**src/rtl/ct_pkg.sv**
```systemverilog
package ct_pkg;
  localparam int OFF_W = 12;
  localparam int CYC_W = 13;
  localparam int SEC_W = 7;
  localparam int TIME_W = OFF_W + CYC_W + SEC_W;

  typedef struct packed {
    logic [SEC_W-1:0] sec;
    logic [CYC_W-1:0] cyc;
    logic [OFF_W-1:0] off;
  } ct_time_t;
endpackage

```
**src/rtl/ct_time_counter.sv**
```systemverilog
module ct_time_counter
  import ct_pkg::*;
#(
  parameter int OFF_LIMIT = 3072,
  parameter int CYC_LIMIT = 8000,
  parameter int SEC_LIMIT = 128
) (
  input  logic     clk,
  input  logic     rst_n,
  input  logic     step,
  input  logic     load,
  input  ct_time_t load_val,
  output ct_time_t cur,
  output ct_time_t nxt,
  output logic     off_wrap
);
  localparam logic [OFF_W-1:0] OFF_TOP = OFF_W'(OFF_LIMIT - 1);
  localparam logic [CYC_W-1:0] CYC_TOP = CYC_W'(CYC_LIMIT - 1);
  localparam logic [SEC_W-1:0] SEC_TOP = SEC_W'(SEC_LIMIT - 1);

  logic en;

  always_comb begin
    nxt = cur;
    if (load) begin
      nxt = load_val;
    end else if (step) begin
      if (cur.off >= OFF_TOP) begin
        nxt.off = '0;
        if (cur.cyc >= CYC_TOP) begin
          nxt.cyc = '0;
          nxt.sec = (cur.sec >= SEC_TOP) ? '0 : cur.sec + 1'b1;
        end else begin
          nxt.cyc = cur.cyc + 1'b1;
        end
      end else begin
        nxt.off = cur.off + 1'b1;
      end
    end
  end

  assign en       = load | step;
  assign off_wrap = step & ~load & (cur.off >= OFF_TOP);

  always_ff @(posedge clk or negedge rst_n) begin
    if (!rst_n)  cur <= '0;
    else if (en) cur <= nxt;
  end

  // a plain step moves only the offset, by one
  p_step_r2: assert property (@(posedge clk) disable iff (!rst_n)
    (step && !load && cur.off < OFF_TOP) |=>
      (cur.off == OFF_W'($past(cur.off) + 1'b1)) && $stable(cur.cyc) && $stable(cur.sec));

  // no step, no load, no change
  p_hold_r2: assert property (@(posedge clk) disable iff (!rst_n)
    (!step && !load) |=> $stable(cur));

  // offset rollover returns to zero
  p_wrap_r3: assert property (@(posedge clk) disable iff (!rst_n)
    (step && !load && cur.off >= OFF_TOP) |=> (cur.off == '0));

  // load copies the received value
  p_load_r5: assert property (@(posedge clk) disable iff (!rst_n)
    load |=> (cur == $past(load_val)));
endmodule

```
**src/rtl/ct_cycle_match.sv**
```systemverilog
module ct_cycle_match
  import ct_pkg::*;
(
  input  logic             clk,
  input  logic             rst_n,
  input  logic             arm,
  input  logic [CYC_W-1:0] arm_cycle,
  input  logic             ev_valid,
  input  logic [CYC_W-1:0] ev_cycle,
  output logic             armed,
  output logic             start
);
  logic [CYC_W-1:0] target_q, target_d;
  logic             armed_d, start_d, hit;

  assign hit = armed & ev_valid & (ev_cycle == target_q);

  always_comb begin
    target_d = arm ? arm_cycle : target_q;
    start_d  = hit;
    if (arm)      armed_d = 1'b1;
    else if (hit) armed_d = 1'b0;
    else          armed_d = armed;
  end

  always_ff @(posedge clk or negedge rst_n) begin
    if (!rst_n) begin
      target_q <= '0;
      armed    <= 1'b0;
      start    <= 1'b0;
    end else begin
      if (arm) target_q <= target_d;
      armed <= armed_d;
      start <= start_d;
    end
  end

  // a start pulse requires an armed trigger one cycle earlier
  p_fire_armed_r8: assert property (@(posedge clk) disable iff (!rst_n)
    start |-> $past(armed));

  // firing disarms unless re-armed on the same edge
  p_disarm_r9: assert property (@(posedge clk) disable iff (!rst_n)
    (start && !$past(arm)) |-> !armed);
endmodule

```
**src/rtl/bus_cycle_timer.sv**
```systemverilog
module bus_cycle_timer
  import ct_pkg::*;
#(
  parameter int OFF_LIMIT = 3072,
  parameter int CYC_LIMIT = 8000,
  parameter int SEC_LIMIT = 128
) (
  input  logic              clk,
  input  logic              rst_n,
  input  logic              tick,
  input  logic              run_en,
  input  logic              is_master,
  input  logic              cs_rx_valid,
  input  logic [TIME_W-1:0] cs_rx_data,
  input  logic              match_arm,
  input  logic [CYC_W-1:0]  match_cycle,
  output logic [TIME_W-1:0] timer_now,
  output logic              cs_req,
  output logic              match_armed,
  output logic              match_start
);
  ct_time_t         cur, nxt;
  logic             load, step, off_wrap, master_wrap, ev_valid;
  logic [CYC_W-1:0] ev_cycle;

  assign load        = ~is_master & cs_rx_valid;
  assign step        = run_en & tick;
  assign master_wrap = is_master & off_wrap;
  assign ev_valid    = load | master_wrap;
  assign ev_cycle    = nxt.cyc;

  ct_time_counter #(
    .OFF_LIMIT(OFF_LIMIT),
    .CYC_LIMIT(CYC_LIMIT),
    .SEC_LIMIT(SEC_LIMIT)
  ) u_cnt (
    .clk      (clk),
    .rst_n    (rst_n),
    .step     (step),
    .load     (load),
    .load_val (ct_time_t'(cs_rx_data)),
    .cur      (cur),
    .nxt      (nxt),
    .off_wrap (off_wrap)
  );

  ct_cycle_match u_match (
    .clk       (clk),
    .rst_n     (rst_n),
    .arm       (match_arm),
    .arm_cycle (match_cycle),
    .ev_valid  (ev_valid),
    .ev_cycle  (ev_cycle),
    .armed     (match_armed),
    .start     (match_start)
  );

  always_ff @(posedge clk or negedge rst_n) begin
    if (!rst_n) cs_req <= 1'b0;
    else        cs_req <= master_wrap;
  end

  assign timer_now = cur;

  // the send request lasts one cycle
  p_req_pulse_r7: assert property (@(posedge clk) disable iff (!rst_n)
    cs_req |=> !cs_req);

  // the request coincides with a zero offset and a master step
  p_req_zero_r7: assert property (@(posedge clk) disable iff (!rst_n)
    cs_req |-> (cur.off == '0) && $past(is_master));

  // as master, received data never moves the timer
  p_master_ignore_r6: assert property (@(posedge clk) disable iff (!rst_n)
    (is_master && !(run_en && tick)) |=> $stable(timer_now));
endmodule

```
**config.mk**
```make
export PLATFORM = sky130hd
export DESIGN_NAME = bus_cycle_timer
export DESIGN_NICKNAME = d
export VERILOG_FILES = /design/src/rtl/ct_pkg.sv /design/src/rtl/ct_time_counter.sv /design/src/rtl/ct_cycle_match.sv /design/src/rtl/bus_cycle_timer.sv
export SDC_FILE = /design/constraint.sdc
export NUM_CORES = 1
export LEC_CHECK = 0
export BUFFER_PORTS_ARGS = -buffer_cell sky130_fd_sc_hd__buf_2
export CELL_PAD_IN_SITES_DETAIL_PLACEMENT = 0
export CELL_PAD_IN_SITES_GLOBAL_PLACEMENT = 1
export CORE_MARGIN = 2
export CORE_UTILIZATION = 29
export DETAILED_ROUTE_END_ITERATION = 8
export PLACE_DENSITY = 0.59
export SYNTH_ARGS = -nofsm -noshare
export SYNTH_HDL_FRONTEND = slang
export SYNTH_SLANG_ARGS = --single-unit
```
**constraint.sdc**
```tcl
create_clock -name clk -period 3.71 [get_ports clk]
set_input_delay 0.742 -clock clk [delete_from_list [all_inputs] [get_ports clk]]
set_output_delay 0.742 -clock clk [all_outputs]
set_load 0.02 [all_outputs]
```
==> impl_metrics.tcl, run 1 <==
set metrics [dict create \
    status "complete, no violations" \
    swShare 0.380 \
    yosysSeqAreaShare 0.350 \
    syn_avg_cell_area_sq_um 8.25 \
    boundaryPins 87 \
    p_seq_frac 0.409 \
    die_y_microns 113 \
    holdBufCountCts 0 \
    antenna_found_initial 0 \
    critPathLaunchType "flip-flop" \
    die-width_microns 113 \
    min_period_over_period 0.871 \
    synth.largest_area_cell "dfrtp_1" \
    remaining_drc_errors 0 \
    synth_top_area_share 0.350 \
    clk_latency_ps 290 \
    h-tree-depth 2 \
    grt_usage 0.182 \
    fin_cells 639 \
    drive_above_1_share 0.252 \
    place_area_sq_um 4030 \
    finClkSkew_ps 3.08 \
    crit_type "flip-flop to flip-flop" \
    required_ps 3860 \
    p_per_area_nw_per_um2 416 \
    dpl.hpwl_microns 9140 \
    routabilityCongestion 0.906 \
    ys.flop_type "dfrtp_1" \
    ctsResizeCount 0 \
    finalWirelength_microns 11800 \
    drt-initial-drc-count 199 \
    num-nets-final 550 \
    synth-edff-count 0 \
    setup_viol 0 \
    cts_sinks 48 \
    dr.pass1.iters 4 \
    worstSetupEndpointType "flip-flop" \
    numCtsBuffers 5 \
    cts_root_buf "clkbuf_16" \
    synth_area_sq_um 3430 \
    dieArea_sq_um 12700 \
    path_max_fanout 18 \
    max-vdd-ir-drop_mv 0.179 \
    postCtsSetupRepairBufs 0 \
    yosys_warnings 0 \
    worst_pin_slew_ps 952 \
    start_util 0.299 \
    synth.distinct_cells 62 \
    vias_per_cell 5.57 \
    hold_path_class "flip-flop to flip-flop" \
    setup_tns_ps 0 \
    cts_buffer_depth 2 \
    fillers 1240 \
    slew_violations 0 \
    rsz0062_at_grt "no" \
    first_global_vias 3380 \
    arrival_ps 3390 \
    syn_nets 471 \
    ant_nets 0 \
    multi_input_area_sq_um 2090 \
    relSlewSlack 0.366 \
    cpMaxStageDelayCell "or4_1" \
    grt_max_degree 41 \
    cts_tree "yes" \
    antenna_cells 0 \
    grt_pass1_wl_microns 18400 \
    cap_violations 0 \
    rrSetupSlack_ps 480 \
    finalInstanceArea_sq_um 4170 \
    p_leak_uw 0.00171 \
    max_freq_ghz 0.309 \
    areaGrowthSynthToFinish_pct 21.6 \
    hold_viol 0 \
    port_buffers 86 \
    power_switching_uw 660 \
    pwr-share-clk 0.271 \
    async_flop_share 1.00 \
    synthCells 416 \
    final-seq-area_sq_um 1200 \
    dp_cells 631 \
    comb_power_share 0.320 \
    post_drt_wl_per_cell_microns 18.5 \
    clkTransAtPathRegs_ps 70 \
    num_rows 39 \
    synth_area_leaders "dfrtp_1 35%, o21ai_0 5.7%, nand2_1 5.6%, mux2_2 3.9%, nor2_1 3.5%" \
    crit_chain "ha_1 > and4_1 > a41o_1 > nand2_1 > or4_1 > a32oi_1 > a31o_2 > nor3b_1 > a41oi_1" \
    p_int_uw 1080 \
    core_sq_um 11500 \
    overflow 0 \
    synth-seq-cells 48 \
    dr_total_vias 3558 \
    critPathMaxStageDelay_ps 670 \
    final.min_clock_period_ps 3230 \
]
[kinds of logic after synthesis]
group           share of synthesized area
mux                                0.0423
simple gates                        0.265
fa+ha+maj                          0.0109
compound gates                      0.238
buf+inv                            0.0419
flops                               0.350
xor+xnor                           0.0510
[cells in the mapped netlist, types with 4 or more instances]
library cell   n
or4_1          4
nor3b_1       11
xnor2_1       11
inv_1          6
o21a_1         5
and2_1         4
nand2_1       51
buf_2          7
a31oi_1       12
xor2_1         9
mux2_2        12
nand4_1        9
nor3_1        13
a21oi_1       22
o311ai_0       4
nor4_1         4
o21ai_0       39
nand3_1       18
or3_1          5
nor2_1        32
dfrtp_1       48
and3_1         8
clkbuf_1      20
[critical path, delay by kind of cell, from the launching register on]
kind | cells | cell delay, ps
AND/OR/NAND/NOR | 4 | 1650
adder cells (fa/ha/maj) | 1 | 240
AO/OA/AOI/OAI | 4 | 800
flip-flops | 1 | 400
[layout make-up]
cell class,count,share of cell area
clock buffers,8,0.0351
inverters,6,0.00540
multi-input cells,334,0.501
flip-flops and latches,48,0.288
well taps,143,0.0429
repair buffers,100,0.128
[state kept, by name (all words and copies together), names as in the netlist]
signal and count:
u_cnt.cur 32, u_match.target_q 13, cs_req 1, u_match.armed 1
u_match.start 1
[metal layers]
metal  GRT usage  share of wire  vias to the layer above
met4      0.0642          0.017                        0
met2       0.287           0.47                      104
met5           0              0                        -
met3      0.0289          0.053                       13
met1       0.253           0.46                     1724
li1            -              -                     1717
[cells in the final DEF, fill, tap and decap left out, drive strengths merged, types with 6 or more instances in the layout]
master and count:
buf 100, xor2 9, clkbuf 8, nand2 51, inv 6, xnor2 11, and3 8, nand4 9
nor3b 11, dfrtp 48, nor2 33, nor3 13, o21ai 42, nand3 18, mux2 12, nor4 6
a21oi 22, a31oi 12
[power by group through the flow]
| stage | Sequential, uW | Combinational (uW) | Clock, uW |
|---|---|---|---|
| floorplan | 733 | 318 | 0 |
| global placement | 719 | 559 | 0 |
| detailed placement | 718 | 556 | 0 |
| CTS | 709 | 558 | 483 |
| global route | 722 | 608 | 504 |
| finish | 710 | 556 | 471 |
[through the flow]
step | hold slack (ps) | setup slack [ps] | utilization | total power [uW]
after global placement | 520 | 600 | 0.351 | 1280
final | 534 | 478 | 0.364 | 1740
after global routing | 560 | 207 | 0.364 | 1830
after detailed placement | 524 | 495 | 0.351 | 1270
after floorplan | 446 | 959 | - | 1050
after CTS | 540 | 462 | 0.364 | 1750
[final timing paths]
| path | depth (start not counted) | startpoint | end |
|---|---|---|---|
| hold / removal | 1 | u_match.target_q[12]$_DFFE_PN0P_ | u_match.target_q[12]$_DFFE_PN0P_ |
| hold reg to reg | 1 | u_match.target_q[12]$_DFFE_PN0P_ | u_match.target_q[12]$_DFFE_PN0P_ |
| max in group asynchronous | 2 | rst_n | u_cnt.cur[2]$_DFFE_PN0P_ |
| setup reg to reg | 9 | u_cnt.cur[0]$_DFFE_PN0P_ | u_match.armed$_DFFE_PN0P_ |
| setup / recovery | 9 | u_cnt.cur[0]$_DFFE_PN0P_ | u_match.armed$_DFFE_PN0P_ |
| min in group asynchronous | 1 | rst_n | u_match.target_q[4]$_DFFE_PN0P_ |
(Power assumes the default switching activity.)
==> run 2: changes to the inputs <==
--- a/config.mk
+++ b/config.mk
@@ -9,9 +9,9 @@
 export CELL_PAD_IN_SITES_DETAIL_PLACEMENT = 0
 export CELL_PAD_IN_SITES_GLOBAL_PLACEMENT = 1
 export CORE_MARGIN = 2
-export CORE_UTILIZATION = 29
+export CORE_UTILIZATION = 34
 export DETAILED_ROUTE_END_ITERATION = 8
-export PLACE_DENSITY = 0.59
+export PLACE_DENSITY = 0.68
 export SYNTH_ARGS = -nofsm -noshare
 export SYNTH_HDL_FRONTEND = slang
 export SYNTH_SLANG_ARGS = --single-unit
==> run 2 against run 1 <==
Global-route usage increased by 2.5 points. Cell area decreased by 2.1%. Register-to-register slack got worse by 90 ps. Cell count decreased by 2.3%. Sequential power rose by 0.8%. Clock power shrank 17%. Clock-buffer cell count decreased by 2. Setup slack got worse by 86 ps. Critical endpoint unchanged. Highest routed layer unchanged.
==> impl_metrics.tcl, run 2 (synthesis gave the netlist of run 1 again) <==
set metrics [dict create \
    antenna_found_initial 0 \
    finalWirelength_microns 11300 \
    holdBufCountCts 0 \
    post_drt_wl_per_cell_microns 18.1 \
    slew_violations 0 \
    cts_root_buf "clkbuf_8" \
    hold_viol 0 \
    rrSetupSlack_ps 390 \
    layout.cells.most_common_list "86 x buf_2, 51 x nand2_1, 48 x dfrtp_1" \
    die_y_microns 104 \
    worstSetupEndpointType "flip-flop" \
    drive_above_1_share 0.246 \
    r2r.worst_path.cells 9 \
    drt-initial-drc-count 393 \
    cts_tree "yes" \
    largest_reg_flops 32 \
    ant_nets 0 \
    postCtsSetupRepairBufs 0 \
    setup_viol 0 \
    overflow 0 \
    grt_max_degree 33 \
    rsz0062_at_grt "no" \
    cts_buffer_depth 2 \
    cp-startpoint "u_cnt.cur[0]$_DFFE_PN0P_" \
    numCtsBuffers 5 \
    die-width_microns 104 \
    final_common_cell "buf_2" \
    p_per_area_nw_per_um2 402 \
    port_buffers 86 \
    dr.pass1.iters 5 \
    dr_total_vias 3568 \
    cts_sinks 48 \
    crit_type "flip-flop to flip-flop" \
    p_seq_frac 0.436 \
    clk_latency_ps 310 \
    max_freq_ghz 0.301 \
    top_register "u_cnt.cur" \
    final.min_clock_period_ps 3320 \
    path_max_fanout 16 \
    antenna_cells 0 \
    r2r-start "u_cnt.cur[0]$_DFFE_PN0P_" \
    boundaryPins 87 \
    power_switching_uw 641 \
    num-nets-final 545 \
    cap_violations 0 \
    arrival_ps 3490 \
    fin_cells 624 \
    setup_tns_ps 0 \
    fin_ws_ps 392 \
    required_ps 3880 \
    dpl.hpwl_microns 8570 \
    dp_cells 616 \
    finalPower_uw 1640 \
    first_global_vias 3409 \
    r2r_end "u_match.armed$_DFFE_PN0P_" \
    relSlewSlack 0.540 \
    reg.largest.list "u_cnt.cur (32), u_match.target_q (13)" \
    dieArea_sq_um 10900 \
    p_leak_uw 0.00167 \
    vias_per_cell 5.72 \
    grt_usage 0.207 \
    max-vdd-ir-drop_mv 0.190 \
    h-tree-depth 2 \
    post-place-ws_ps 466 \
    comb_power_share 0.328 \
    p_int_uw 1000 \
    routabilityCongestion 0.902 \
    num_rows 36 \
    hold_path_class "primary input to async pin" \
    min_period_over_period 0.894 \
    areaGrowthSynthToFinish_pct 19.0 \
    core_sq_um 9770 \
    pwr-share-clk 0.237 \
    ctsResizeCount 0 \
    start_util 0.351 \
    finClkSkew_ps 8.04 \
    grt_pass1_wl_microns 18400 \
    swShare 0.390 \
    post-route-util 0.418 \
    worst_pin_slew_ps 689 \
    remaining_drc_errors 0 \
    critPathLaunchType "flip-flop" \
    clkTransAtPathRegs_ps 100 \
    status "complete, no violations" \
]
[run 2: changes by cell type in the layout (fill, tap and decap cells not counted), sizes merged]
cell    previous run  this run
clkbuf             8         6
buf              100        95
clkinv             0         1
bufinv             0         1
[run 2: power groups by stage]
stage	Clock, uW	Combinational, uW	Sequential, uW
after global routing	425	591	731
final	389	538	716
after global placement	0	535	722
after CTS	402	538	712
after floorplan	0	318	733
after detailed placement	0	536	723
[run 2: per-stage QoR]
stage	cell area [sq um]	hold slack, ps
final	4090	434
after global routing	4090	476
after CTS	4090	452
after detailed placement	3980	518
after global placement	3980	514
after floorplan	3430	446
[run 2: per-layer routing]
metal  vias up  global-route usage  part of all wire
met5         -                   0                 0
met4         0              0.0560             0.016
met3        19              0.0294             0.064
met2       157               0.326              0.47
met1      1688               0.296              0.45
li1       1704                   -                 -
[run 2: area by class of cell]
type                    instances  area (sq um)
clock buffers                   6          72.6
clock inverters                 2          35.0
fillers                      1058          5690
inverters                       6          22.5
multi-input cells             334          2090
flip-flops and latches         48          1200
well taps                     133           166
repair buffers                 95           498
[run 2: worst max-delay path by stage]
stage	to	slack, ps	cells after the start
2_1_floorplan	u_match.start$_DFF_PN0_	960	11
4_1_cts	u_match.armed$_DFFE_PN0P_	430	9
3_3_place_gp	u_match.armed$_DFFE_PN0P_	580	9
5_1_grt	u_match.armed$_DFFE_PN0P_	160	9
6_report	u_match.armed$_DFFE_PN0P_	390	9
3_5_place_dp	u_match.armed$_DFFE_PN0P_	470	9
[run 2: critical path, cell delays in order, from the launching register on]
cell and delay, ps:
dfrtp_1 420, ha_1 250, and4_1 370, a41o_1 270
nand2_1 430, or4_1 680, a32oi_1 260, a31o_2 190
nor3b_1 170, a41oi_1 130
